File: config.mk
export PLATFORM = sky130hd
export DESIGN_NAME = acc_alu
export DESIGN_NICKNAME = d
export VERILOG_FILES = /design/src/rtl/acc_alu_pkg.sv /design/src/rtl/alu_decode.sv /design/src/rtl/alu_addsub.sv /design/src/rtl/alu_bitops.sv /design/src/rtl/acc_alu.sv
export SDC_FILE = /design/constraint.sdc
export NUM_CORES = 1
export LEC_CHECK = 0
export BUFFER_PORTS_ARGS = -buffer_cell sky130_fd_sc_hd__buf_2
export CORE_ASPECT_RATIO = 2
export CORE_UTILIZATION = 61
export CTS_BUF_LIST = sky130_fd_sc_hd__clkbuf_8
export DETAILED_ROUTE_END_ITERATION = 6
export GPL_TIMING_DRIVEN = 0
export PLACE_DENSITY = 0.95
export SLEW_MARGIN = 20
export SYNTH_ARGS = -nofsm -noshare
export SYNTH_HDL_FRONTEND = slang
export SYNTH_SLANG_ARGS = --single-unit
File: constraint.sdc
create_clock -name clk -period 4.25 [get_ports clk]
set_input_delay 0.425 -clock clk [delete_from_list [all_inputs] [get_ports clk]]
set_output_delay 0.425 -clock clk [all_outputs]
set_load 0.005 [all_outputs]
File: src/rtl/acc_alu_pkg.sv
package acc_alu_pkg;

    // Kind of work an opcode asks for.
    typedef enum logic [3:0] {
        OPK_NONE     = 4'd0,
        OPK_ADD      = 4'd1,
        OPK_SUB_OPND = 4'd2,  // operand minus accumulator
        OPK_SUB_ACC  = 4'd3,  // accumulator minus operand
        OPK_OR       = 4'd4,
        OPK_AND      = 4'd5,
        OPK_XOR      = 4'd6,
        OPK_SHR      = 4'd7,
        OPK_SHL      = 4'd8
    } op_kind_e;

    // Decoded control: kind plus whether the flag feeds the operation.
    typedef struct packed {
        op_kind_e kind;
        logic     chain;
    } op_ctl_t;

    localparam logic [3:0] GRP_PLAIN   = 4'hF;
    localparam logic [3:0] GRP_CHAINED = 4'h7;

    function automatic op_ctl_t decode_op(input logic [7:0] op);
        op_ctl_t c;
        c.kind  = OPK_NONE;
        c.chain = 1'b0;
        if (op[7:4] == GRP_PLAIN) begin
            case (op[2:0])
                3'd1:    c.kind = OPK_OR;
                3'd2:    c.kind = OPK_AND;
                3'd3:    c.kind = OPK_XOR;
                3'd4:    c.kind = OPK_ADD;
                3'd5:    c.kind = OPK_SUB_OPND;
                3'd6:    c.kind = op[3] ? OPK_SHL : OPK_SHR;
                3'd7:    c.kind = OPK_SUB_ACC;
                default: c.kind = OPK_NONE;
            endcase
        end else if (op[7:4] == GRP_CHAINED) begin
            c.chain = 1'b1;
            case (op[2:0])
                3'd4:    c.kind = OPK_ADD;
                3'd5:    c.kind = OPK_SUB_OPND;
                3'd6:    c.kind = op[3] ? OPK_SHL : OPK_SHR;
                3'd7:    c.kind = OPK_SUB_ACC;
                default: c.kind = OPK_NONE;
            endcase
            if (c.kind == OPK_NONE) c.chain = 1'b0;
        end
        return c;
    endfunction

    function automatic logic is_logic(input op_kind_e k);
        return (k == OPK_OR) || (k == OPK_AND) || (k == OPK_XOR);
    endfunction

endpackage

File: src/rtl/alu_decode.sv
module alu_decode
    import acc_alu_pkg::*;
(
    input  logic [7:0] op_code,
    output op_ctl_t    ctl
);
    always_comb begin
        ctl = decode_op(op_code);
    end
endmodule

File: src/rtl/alu_addsub.sv
module alu_addsub
    import acc_alu_pkg::*;
#(
    parameter int DATA_W = 8
) (
    input  op_ctl_t             ctl,
    input  logic [DATA_W-1:0]   acc,
    input  logic [DATA_W-1:0]   opnd,
    input  logic                flag_in,
    output logic [DATA_W-1:0]   sum,
    output logic                cout
);
    localparam int SUM_W = DATA_W + 1;

    logic [DATA_W-1:0] a_side;
    logic [DATA_W-1:0] b_side;
    logic              cin;
    logic [SUM_W-1:0]  total;

    // Subtraction is x + ~y + 1; the chained forms replace the 1 by the flag.
    always_comb begin
        a_side = acc;
        b_side = opnd;
        cin    = ctl.chain ? flag_in : 1'b0;
        case (ctl.kind)
            OPK_SUB_OPND: begin
                a_side = opnd;
                b_side = ~acc;
                cin    = ctl.chain ? flag_in : 1'b1;
            end
            OPK_SUB_ACC: begin
                a_side = acc;
                b_side = ~opnd;
                cin    = ctl.chain ? flag_in : 1'b1;
            end
            default: ;
        endcase
        total = {1'b0, a_side} + {1'b0, b_side} + {{DATA_W{1'b0}}, cin};
    end

    assign sum  = total[DATA_W-1:0];
    assign cout = total[SUM_W-1];
endmodule

File: src/rtl/alu_bitops.sv
module alu_bitops
    import acc_alu_pkg::*;
#(
    parameter int DATA_W = 8
) (
    input  op_ctl_t             ctl,
    input  logic [DATA_W-1:0]   acc,
    input  logic [DATA_W-1:0]   opnd,
    input  logic                flag_in,
    output logic [DATA_W-1:0]   res,
    output logic                shift_out
);
    localparam int TOP = DATA_W - 1;

    logic fill;
    assign fill = ctl.chain & flag_in;

    always_comb begin
        res       = acc;
        shift_out = flag_in;
        case (ctl.kind)
            OPK_OR:  res = acc | opnd;
            OPK_AND: res = acc & opnd;
            OPK_XOR: res = acc ^ opnd;
            OPK_SHR: begin
                res       = {fill, acc[TOP:1]};
                shift_out = acc[0];
            end
            OPK_SHL: begin
                res       = {acc[TOP-1:0], fill};
                shift_out = acc[TOP];
            end
            default: ;
        endcase
    end
endmodule

File: src/rtl/acc_alu.sv
module acc_alu
    import acc_alu_pkg::*;
#(
    parameter int DATA_W  = 8,
    parameter bit OUT_REG = 1'b1
) (
    input  logic              clk,
    input  logic              rst,
    input  logic [7:0]        op_code,
    input  logic [DATA_W-1:0] acc_in,
    input  logic [DATA_W-1:0] opnd_in,
    input  logic              flag_in,
    output logic [DATA_W-1:0] acc_out,
    output logic              flag_out,
    output logic              flag_we
);
    localparam int TOP = DATA_W - 1;

    op_ctl_t           ctl;
    logic [DATA_W-1:0] arith_sum;
    logic              arith_cout;
    logic [DATA_W-1:0] bit_res;
    logic              bit_shift_out;
    logic [DATA_W-1:0] nxt_acc;
    logic              nxt_flag;
    logic              nxt_we;

    alu_decode u_decode (
        .op_code (op_code),
        .ctl     (ctl)
    );

    alu_addsub #(.DATA_W(DATA_W)) u_addsub (
        .ctl     (ctl),
        .acc     (acc_in),
        .opnd    (opnd_in),
        .flag_in (flag_in),
        .sum     (arith_sum),
        .cout    (arith_cout)
    );

    alu_bitops #(.DATA_W(DATA_W)) u_bitops (
        .ctl       (ctl),
        .acc       (acc_in),
        .opnd      (opnd_in),
        .flag_in   (flag_in),
        .res       (bit_res),
        .shift_out (bit_shift_out)
    );

    // Result select.
    always_comb begin
        nxt_acc  = acc_in;
        nxt_flag = flag_in;
        nxt_we   = 1'b0;
        case (ctl.kind)
            OPK_ADD, OPK_SUB_OPND, OPK_SUB_ACC: begin
                nxt_acc  = arith_sum;
                nxt_flag = arith_cout;
                nxt_we   = 1'b1;
            end
            OPK_SHR, OPK_SHL: begin
                nxt_acc  = bit_res;
                nxt_flag = bit_shift_out;
                nxt_we   = 1'b1;
            end
            OPK_OR, OPK_AND, OPK_XOR: begin
                nxt_acc = bit_res;
            end
            default: ;
        endcase
    end

    generate
        if (OUT_REG) begin : g_reg
            always_ff @(posedge clk) begin
                if (rst) begin
                    acc_out  <= '0;
                    flag_out <= 1'b0;
                    flag_we  <= 1'b0;
                end else begin
                    acc_out  <= nxt_acc;
                    flag_out <= nxt_flag;
                    flag_we  <= nxt_we;
                end
            end

            AST_REG_LATENCY: assert property (@(posedge clk) disable iff (rst)
                !rst |=> (acc_out == $past(nxt_acc) && flag_out == $past(nxt_flag)
                          && flag_we == $past(nxt_we)));
        end else begin : g_comb
            assign acc_out  = nxt_acc;
            assign flag_out = nxt_flag;
            assign flag_we  = nxt_we;
        end
    endgenerate

    AST_PASS_OTHER: assert property (@(posedge clk) disable iff (rst)
        (ctl.kind == OPK_NONE) |-> (nxt_acc == acc_in && nxt_flag == flag_in && !nxt_we));

    AST_LOGIC_KEEPS_FLAG: assert property (@(posedge clk) disable iff (rst)
        is_logic(ctl.kind) |-> (nxt_flag == flag_in && !nxt_we));

    AST_SHR_OUT_BIT: assert property (@(posedge clk) disable iff (rst)
        (ctl.kind == OPK_SHR) |-> (nxt_flag == acc_in[0] && nxt_acc[TOP-1:0] == acc_in[TOP:1]));

    AST_SHL_OUT_BIT: assert property (@(posedge clk) disable iff (rst)
        (ctl.kind == OPK_SHL) |-> (nxt_flag == acc_in[TOP] && nxt_acc[TOP:1] == acc_in[TOP-1:0]));

    AST_SUB_EQUAL_NO_BORROW: assert property (@(posedge clk) disable iff (rst)
        ((ctl.kind == OPK_SUB_ACC || ctl.kind == OPK_SUB_OPND) && !ctl.chain && acc_in == opnd_in)
        |-> (arith_cout && arith_sum == '0));

    AST_ADD_ZERO_IDENTITY: assert property (@(posedge clk) disable iff (rst)
        (ctl.kind == OPK_ADD && !ctl.chain && opnd_in == '0) |-> (arith_sum == acc_in && !arith_cout));
endmodule

Yosys cells after proc, flatten, opt, wreduce, memory -nomap -nowiden
Cells that the tools add are included.
{"block": "totals", "reg_bits": 10, "inputBits": 27, "output_inout_bits": 10, "elab_cells": 53}
{"block": "op_classes", "addsub": 2, "n_eq_ne": 17, "muxes": 19, "n_bitwise": 6, "reduce_logical": 6}
{"cell": "case mux 8 bit (5 select lines)", "n": 1}
{"cell": "case mux 8 bit (2 select lines)", "n": 2}
{"cell": "case mux 4 bit (7 select lines)", "n": 1}
{"cell": "== test 4 x 3 -> 1 bit, second input constant", "n": 5}
{"cell": "2-to-1 mux 4 bit", "n": 4}
{"cell": "NOT 8 bit", "n": 2}
{"cell": "case mux 4 bit (4 select lines)", "n": 1}
{"cell": "== test 3 bit, second input constant", "n": 4}
{"cell": "OR reduction 5 bit", "n": 2}
{"cell": "adder 8 x 8 -> 9 bit", "n": 1}
{"cell": "adder 9 x 1 -> 9 bit", "n": 1}
{"cell": "AND 8 bit", "n": 1}
{"cell": "== test 4 x 2 -> 1 bit, second input constant", "n": 2}
{"cell": "== test 4 bit, second input constant", "n": 2}
{"cell": "2-to-1 mux 8 bit", "n": 1}
{"cell": "OR 8 bit", "n": 1}
{"cell": "bitwise XOR 8 bit", "n": 1}
{"cell": "== test 3 x 2 -> 1 bit, second input constant", "n": 2}
{"cell": "2-to-1 mux 1 bit", "n": 6}
{"cell": "2-to-1 mux 5 bit", "n": 1}
{"cell": "== test 4 x 1 -> 1 bit, second input constant", "n": 1}
{"cell": "zero test 4 bit", "n": 1}
{"cell": "case mux 1 bit (2 select lines)", "n": 2}
{"cell": "OR reduction 2 bit", "n": 2}
{"cell": "other kinds (3)", "n": 3}

Logic depth before layout (Yosys ltp)
Gate-level depths: netlist (run 1).
{"block": "logic_depth", "depth_word": 13, "ltp_mapped": 14, "ltp_nobuf": 13}

Hierarchy
From an unflattened synthesis (run 1), not the netlist that was laid out.
{"block": "hier_totals", "cells_unflattened": 246, "area_unflattened_um2": 1984.4}
{"module": "alu_bitops", "n_inst": 1, "cells_each": 102, "area_per_inst_um2": 743.2, "seq_area_each_um2": 0.0}
{"module": "alu_addsub", "n_inst": 1, "cells_each": 84, "area_per_inst_um2": 673.1, "seq_area_each_um2": 0.0}
{"module": "acc_alu", "n_inst": 1, "cells_each": 42, "area_per_inst_um2": 456.7, "seq_area_each_um2": 200.2}
{"module": "alu_decode", "n_inst": 1, "cells_each": 18, "area_per_inst_um2": 111.4, "seq_area_each_um2": 0.0}

Worst setup path before layout (run 1)
OpenSTA, ideal clock, no wires.
{"block": "synth_path", "path_kind": "input-to-reg", "from": "input port op_code[6]", "to": "register flag_out", "setup_ns": 0.132, "t_arrival_ns": 2.832, "required_ns": 4.118, "path_slack_ns": 1.285, "cell_stages": 13, "path_buffers": 2, "path_cell_list": "and3_1 -> clkbuf_2 -> nand3_2 -> buf_2 -> a211o_1 -> fa_1 -> inv_1 -> fa_1 -> nand2b_1 -> a21oi_1 -> o211a_1 -> o311ai_0 -> a21oi_1"}
{"block": "synth_via", "elab_chain_len": 8, "word_cells_on_any_way": 22, "classes_between": "add/sub (2); eq/ne (7); mux (10); reduce/logical (3)"}
{"item": "start, declared", "line": "acc_alu.sv:9", "source": "input logic [7:0] op_code,"}
{"item": "== test 4 x 3 -> 1 bit", "line": "acc_alu_pkg.sv:40", "source": "end else if (op[7:4] == GRP_CHAINED) begin"}
{"item": "2-to-1 mux 5 bit", "line": "acc_alu_pkg.sv:40"}
{"item": "2-to-1 mux 4 bit", "line": "acc_alu_pkg.sv:29", "source": "if (op[7:4] == GRP_PLAIN) begin"}
{"item": "== test 4 x 2 -> 1 bit", "line": "alu_addsub.sv:25, acc_alu.sv:56"}
{"item": "case mux 8 bit (2 select lines), or another cell as far along", "line": "alu_addsub.sv:25", "source": "case (ctl.kind)"}
{"item": "adder 8 x 8 -> 9 bit or 2-to-1 mux 1 bit (tied branches)"}
{"item": "adder 9 x 1 -> 9 bit", "line": "alu_addsub.sv:38", "source": "total = {1'b0, a_side} + {1'b0, b_side} + {{DATA_W{1'b0}}, cin};"}
{"item": "case mux 1 bit (2 select lines) (*)", "line": "acc_alu.sv:56", "source": "case (ctl.kind)"}
{"item": "end signal, assigned", "line": "acc_alu.sv:83", "source": "flag_out <= nxt_flag;"}
{"item": "end, declared", "line": "acc_alu.sv:14", "source": "output logic flag_out,"}
Mark *: on every way between the ends. The rest lies on a longest branch, timed or not.
A chain may end at the register's enable or synchronous reset.

Final worst setup path (run 1)
{"block": "layout_path", "from": "input port op_code[7]", "to": "register flag_out"}
The elaborated chain is that of the path after synthesis.

==> summary.md, run 1 <==
| Metric | Value |
|---|---|
| Status | `finished clean` |
| P&R area growth vs syn | `15.1%` |
| Leading cell types by count after synthesis | `nand2_1 (29), ha_1 (23), o21ai_0 (22), inv_1 (19), nor3_1 (16)` |
| Global-route wire length before repair | `around 7600 µm` |
| Ys async rst share | `0%` |
| # Post-CTS Setup Buffers | `0` |
| Post-synthesis sequential area ratio | `about an eighth` |
| Number of global-route vias before repair | `1804` |
| Pwr per Cell Area | `about 190 mW/mm²` |
| Yosys reg bits | `10` |
| Die Area | `just under 0.003 mm²` |
| Antenna Violating Nets Remaining | `0` |
| H-tree lvl count | `1` |
| Final min period | `3.30 ns` |
| Via count | `1955` |
| Antenna fix cells | `0` |
| Tot Pwr | `about 360 µW` |
| WL final | `between 4000 and 5000 µm` |
| Setup crit end kind | `register` |
| Post-synth EDFFs | `0` |
| Crit path max fanout | `8` |
| Crit-path max cell delay | `between 0.4 and 0.5 ns` |
| CTS max path bufs | `2` |
| Port buffer count | `35` |
| Netlist Area Pre-Place | `about 0.0017 mm²` |
| Worst min path class | `in2reg` |
| Setup violators final | `0` |
| Actual slew at the worst max-slew pin | `roughly 0.57 ns` |
| CTS Buf Count | `3` |
| Final net count | `324` |
| Core area | `between 0.002 and 0.003 mm²` |
| Cell area after layout | `about 0.0019 mm²` |
| Sink Count | `10` |
| Via-per-instance ratio | `6.56` |
| CTS tree | `built` |
| Initial Util | `64.7%` |
| Slew margin rel. | `between 60% and 70%` |
| Setup TNS | `0 ns` |
| Post-Synthesis Cells | `232` |
| WL per Instance | `between 15 and 20 µm` |
| Synth area leaders | `ha_1 (17%), dfxtp_1 (12%), o21ai_0 (6.6%), nand2_1 (6.5%), nor3_1 (4.8%)` |
| CP cell instances | `buf_2 -> nor2b_2 -> mux2_2 -> nand2_1 -> nor3_1 -> a211o_1 -> fa_1 -> inv_1 -> fa_1 -> nand2b_1 -> a21oi_1 -> o211a_1 -> o311ai_0 -> a21oi_1` |
| Share of cells above drive strength 1 | `about a fifth` |
| CP Class | `in2reg` |
| Most used DFF post-synth | `dfxtp_1` |
| Remaining DRCs | `0` |
| Max Clock Freq | `a little over 300 MHz` |
| Critical Path RT | `between 4 and 5 ns` |
| First DRT Iteration DRCs | `approximately 150` |
| Final hold violations | `0` |
| Routability cong. | `roughly 0.94` |
| Clock-pin transition on the worst setup and hold timing paths | `0.04 ns` |
| Post-synthesis cell type count | `between 40 and 50` |
| Yosys top cell area share | `between 10% and 20%` |
| Leakage | `roughly 0.00092 µW` |
| Placed Area | `0.00187 mm²` |
| Worst IR Drop VDD | `between 90 and 100 µV` |
| Startpoint types | `input port` |
| RSZ-0062 raised after global routing | `no` |
| Tcrit/Tclk final | `between 70 and 80%` |
| Post-layout util | `74.5%` |
| Drt pass-1 iters | `7` |
| Synth Net Count | `approximately 280` |
| Largest net degree at the start of global routing | `11` |
| Leading area contributor after synthesis | `ha_1` |
| Syn avg cell area | `roughly 7 µm²` |
| Max Slew Vio Count | `0` |
| CP max stage cell | `fa_1` |
| Worst EP arrival | `around 3.4 ns` |
| Antenna violations before repair | `0` |
| Top-count cell post-synth | `nand2_1` |
| Root buffer cell | `clkbuf_8` |
| Die width | `38.9 µm` |
| DP HPWL | `3780 µm` |
| Cts hold-fix bufs | `0` |
| Remaining Overflow, GRT | `0` |
| Number of max-cap violations | `0` |
| Resize count post-CTS | `0` |
| Row count | `26` |
| Die Y | `75.8 µm` |
| Synthesis warning total | `0` |
| Total track usage | `35.5%` |
| I/O pin count | `37` |
critical path: cells and delay by family:
family	cells	cell delay [ns]
muxes	1	0.26
buffers and inverters	2	0.23
AOI/OAI and AO/OA	5	1.11
and+or+nand+nor	4	0.72
adders and majority gates	2	0.65
report_power, final:
part	switching [µW]	total, µW	internal, µW
Clock	35.4	97.3	61.9
Combinational	93.8	160	66.1
Sequential	1.10	101	100
cells by family after synthesis:
group	count (synthesis)	share of synthesized area, %
and+or+nand+nor	84	25.7
buffers and inverters	32	8.65
adders and majority gates	25	19.7
AOI/OAI and AO/OA	73	29.0
xor gates and xnor gates	1	0.527
DFF	10	12.0
muxes	7	4.36
layout make-up:
| type | instances | area (µm²) |
|---|---|---|
| multi-input cells | 190 | 1320 |
| fillers | 222 | 656 |
| flip-flops and latches | 10 | 200 |
| repair buffers | 35 | 175 |
| plain buffers | 13 | 72.6 |
| inverters | 19 | 71.3 |
| clock buffers | 3 | 41.3 |
| well taps | 28 | 35.0 |
cells in the final DEF (no fill, tap or decap), types with 6 or more instances in the layout:
| master | n |
|---|---|
| buf_2 | 41 |
| nand2_1 | 29 |
| ha_1 | 23 |
| o21ai_0 | 22 |
| inv_1 | 19 |
| nor3_1 | 16 |
| a21oi_1 | 14 |
| nor2_1 | 12 |
| dfxtp_1 | 10 |
| a211o_1 | 8 |
| nand2b_1 | 6 |
flip-flops by register name, indices dropped and copies added (netlist names):
name and cells:
flag_we 1, flag_out 1, acc_out 8
metrics by stage:
| step | cells | hold slack, ns | setup WS, ns |
|---|---|---|---|
| after floorplan | 232 | 0.565 | 1.29 |
| after global placement | 295 | 0.712 | 0.836 |
| after detailed placement | 295 | 0.713 | 0.790 |
| after CTS | 298 | 0.507 | 0.999 |
| after global routing | 298 | 0.519 | 0.808 |
| final | 298 | 0.511 | 0.954 |
metal layers:
layer	routed length [µm]	track usage [%]	share of wire [%]
met5	0	0	0
met4	222	26.4	4.6
met3	424	2.62	8.8
met2	2510	60.6	52
met1	1680	38.7	35
path summary, 6_finish.rpt:
path	startpoint	end	slack, ns	cells past startpoint
worst min-delay path	flag_in	flag_out	0.51	3
worst max-delay path	op_code[7]	flag_out	0.95	14
Note: power is estimated with default switching activity, not from simulation.
==> inputs of run 2 (changes only) <==
--- a/config.mk
+++ b/config.mk
@@ -5,13 +5,14 @@
 export SDC_FILE = /design/constraint.sdc
 export NUM_CORES = 1
 export LEC_CHECK = 0
+export ABC_AREA = 1
 export BUFFER_PORTS_ARGS = -buffer_cell sky130_fd_sc_hd__buf_2
 export CORE_ASPECT_RATIO = 2
-export CORE_UTILIZATION = 61
+export CORE_UTILIZATION = 57
 export CTS_BUF_LIST = sky130_fd_sc_hd__clkbuf_8
 export DETAILED_ROUTE_END_ITERATION = 6
 export GPL_TIMING_DRIVEN = 0
-export PLACE_DENSITY = 0.95
+export PLACE_DENSITY = 0.92
 export SLEW_MARGIN = 20
 export SYNTH_ARGS = -nofsm -noshare
 export SYNTH_HDL_FRONTEND = slang
==> constraint.sdc (replaced) <==
create_clock -name clk -period 3.3 [get_ports clk]
set_input_delay 0.33 -clock clk [delete_from_list [all_inputs] [get_ports clk]]
set_output_delay 0.33 -clock clk [all_outputs]
set_load 0.005 [all_outputs]
==> summary.md, run 2 <==
| Metric | Value |
|---|---|
| Tot Pwr | `465 µW (was 358 µW)` |
| Total track usage | `29.2% (was 35.5%)` |
| P&R area growth vs syn | `15.7% (was 15.1%)` |
| Startpoint types | `input port (unchanged)` |
| Most used DFF post-synth | `dfxtp_1 (unchanged)` |
| Crit path max fanout | `9 (was 8)` |
| Pwr per Cell Area | `225 mW/mm² (was 187 mW/mm²)` |
| Setup WS post-layout | `0.161 ns (was 0.954 ns)` |
| Sink Count | `10 (unchanged)` |
| WL final | `4790 µm (was 4840 µm)` |
| CTS tree | `built (unchanged)` |
| Worst IR Drop VDD | `184 µV (was 97.4 µV)` |
| Yosys top cell area share | `16.1% (was 17.3%)` |
| Synth area leaders | `ha_1 (16%), nand2_1 (13%), dfxtp_1 (11%), inv_1 (9.5%), nand3_1 (6.2%) (was ha_1 (17%), dfxtp_1 (12%), o21ai_0 (6.6%), nand2_1 (6.5%), nor3_1 (4.8%))` |
| Die width | `41.6 µm (was 38.9 µm)` |
| HP Start | `flag_in (unchanged)` |
| Remaining Overflow, GRT | `0 (unchanged)` |
| Final hold violations | `0 (unchanged)` |
| Via-per-instance ratio | `5.84 (was 6.56)` |
| Largest Register | `acc_out (unchanged)` |
| I/O pin count | `37 (unchanged)` |
| CTS Buf Count | `3 (unchanged)` |
| RSZ-0062 raised after global routing | `no (unchanged)` |
| Post-Synthesis Cells | `281 (was 232)` |
| Post-layout util | `69.3% (was 74.5%)` |
| Max Slew Vio Count | `0 (unchanged)` |
| Antenna violations before repair | `0 (unchanged)` |
| Remaining DRCs | `0 (unchanged)` |
| Worst min path class | `in2reg (unchanged)` |
| Slew margin rel. | `75.5% (was 61.7%)` |
| Post-synthesis cell type count | `36 (was 48)` |
| Row count | `28 (was 26)` |
| Status | `finished clean (unchanged)` |
| Most common cell after layout, fill and taps aside | `nand2_1 (was buf_2)` |
| Syn avg cell area | `6.35 µm² (was 7.17 µm²)` |
| Largest net degree at the start of global routing | `11 (unchanged)` |
| Final min period | `between 3 and 4 ns` |
| Leakage | `0.00114 µW (was 0.000920 µW)` |
| Initial Util | `59.9% (was 64.7%)` |
| Setup crit end kind | `register (unchanged)` |
| Commonest cells after routing, fill and taps aside | `nand2_1 (61), inv_1 (45), buf_2 (35) (was buf_2 (41), nand2_1 (29), ha_1 (23))` |
| DP Worst Slack | `-0.160 ns (was 0.790 ns)` |
| Setup violators final | `0 (unchanged)` |
| Drt pass-1 iters | `4 (was 7)` |
| Ys async rst share | `0% (unchanged)` |
| Leading area contributor after synthesis | `ha_1 (unchanged)` |
| H-tree lvl count | `1 (unchanged)` |
| WL per Instance | `13.7 µm (was 16.2 µm)` |
| CP startpoint | `op_code[4] (was op_code[7])` |
| Core area | `0.00298 mm² (was 0.00257 mm²)` |
| Max reg flops | `8 (unchanged)` |
| Leading cell types by count after synthesis | `nand2_1 (61), inv_1 (45), ha_1 (23), nand3_1 (22), nor2_1 (21) (was nand2_1 (29), ha_1 (23), o21ai_0 (22), inv_1 (19), nor3_1 (16))` |
| Post-synth EDFFs | `0 (unchanged)` |
| Critical Path RT | `3.40 ns (was 4.35 ns)` |
| Die Y | `81.1 µm (was 75.8 µm)` |
| Yosys reg bits | `10 (unchanged)` |
| CTS max path bufs | `2 (unchanged)` |
| Synthesis warning total | `0 (unchanged)` |
| Worst EP arrival | `3.24 ns (was 3.40 ns)` |
| Die Area | `0.00337 mm² (was 0.00295 mm²)` |
| Global-route wire length before repair | `7800 µm (was 7570 µm)` |
| Port buffer count | `35 (unchanged)` |
| First DRT Iteration DRCs | `86 (was 151)` |
| CP Class | `in2reg (unchanged)` |
| Netlist Area Pre-Place | `0.00178 mm² (was 0.00166 mm²)` |
| DP HPWL | `3810 µm (was 3780 µm)` |
| Via count | `2045 (was 1955)` |
| Top-count cell post-synth | `nand2_1 (unchanged)` |
| Cts hold-fix bufs | `0 (unchanged)` |
| Largest regs | `acc_out: 8 flops, flag_out: 1 flops, flag_we: 1 flops (unchanged)` |
| Final net count | `374 (was 324)` |
| Post-synthesis sequential area ratio | `11.2% (was 12.0%)` |
| Max Clock Freq | `between 300 and 400 MHz` |
| Setup TNS | `0 ns (unchanged)` |
| Root buffer cell | `clkbuf_8 (unchanged)` |
| Clock-pin transition on the worst setup and hold timing paths | `0.04 ns (about the same)` |
| Routability cong. | `0.947 (was 0.939)` |
| Tcrit/Tclk final | `between 90% and 100%` |
| Number of global-route vias before repair | `1961 (was 1804)` |
| Actual slew at the worst max-slew pin | `0.368 ns (was 0.571 ns)` |
| Share of cells above drive strength 1 | `23.8% (was 20.4%)` |
| Number of max-cap violations | `0 (unchanged)` |
| Antenna Violating Nets Remaining | `0 (unchanged)` |
| Synth Net Count | `333 (was 284)` |
| Antenna fix cells | `0 (unchanged)` |
run 2: final cells by class:
class                   instances  area (µm²)
plain buffers                   3        18.8
fillers                       264         913
inverters                      56         213
clock buffers                   3        41.3
well taps                      30        37.5
repair buffers                 36         183
multi-input cells             212        1370
flip-flops and latches         10         200
run 2: cell families after synthesis:
family	Yosys count	share of synthesized area [%]
compound gates	51	18.5
flops	10	11.2
xor+xnor	3	1.47
buf+inv	59	12.8
fa+ha+maj	25	18.4
simple gates	133	37.6
run 2: worst paths after layout:
check / depth (start not counted) / slack, ns / to
hold / removal: 3 / 0.42 / flag_out
setup / recovery: 20 / 0.16 / acc_out[4]
run 2: power breakdown:
part           switching, µW  total, µW  internal [µW]
logic                    129        214           84.8
registers               1.73        132            131
clock network           39.9        119           79.2
run 2: timing repair:
item | 4_1_cts | 5_1_grt
setup endpoints to repair | 0 | 3
buffers inserted | 0 | 1
resized for setup | 0 | 5
run 2: per-layer routing:
metal / vias up / global-route usage (%) / part of all wire [%]
li1: 1008 / - / -
met1: 914 / 27.4 / 36
met2: 98 / 54.8 / 52
met3: 25 / 3.11 / 7.2
met4: 0 / 23.9 / 4.9
met5: - / 0 / 0
run 2: metrics by stage:
stage	std cells	area (µm²)	hold slack [ns]
floorplan	281	1780	0.504
global placement	346	2000	0.631
detailed placement	346	2000	0.649
CTS	349	2040	0.415
global route	350	2060	0.422
finish	350	2060	0.417
run 2: critical path, stage by stage:
cell and delay, ns:
buf_2 0.08, nand2_1 0.07, nor2_2 0.18, nand2_1 0.11, nand2_1 0.13, nand2_2 0.08, nand2_4 0.10, nand2_2 0.09
inv_2 0.21, nand2_4 0.15, o221ai_2 0.19, fa_1 0.25, inv_1 0.07, fa_1 0.41, o21a_1 0.21, or2_2 0.27
nand4_1 0.10, o21ai_1 0.07, inv_1 0.07, a21oi_1 0.07
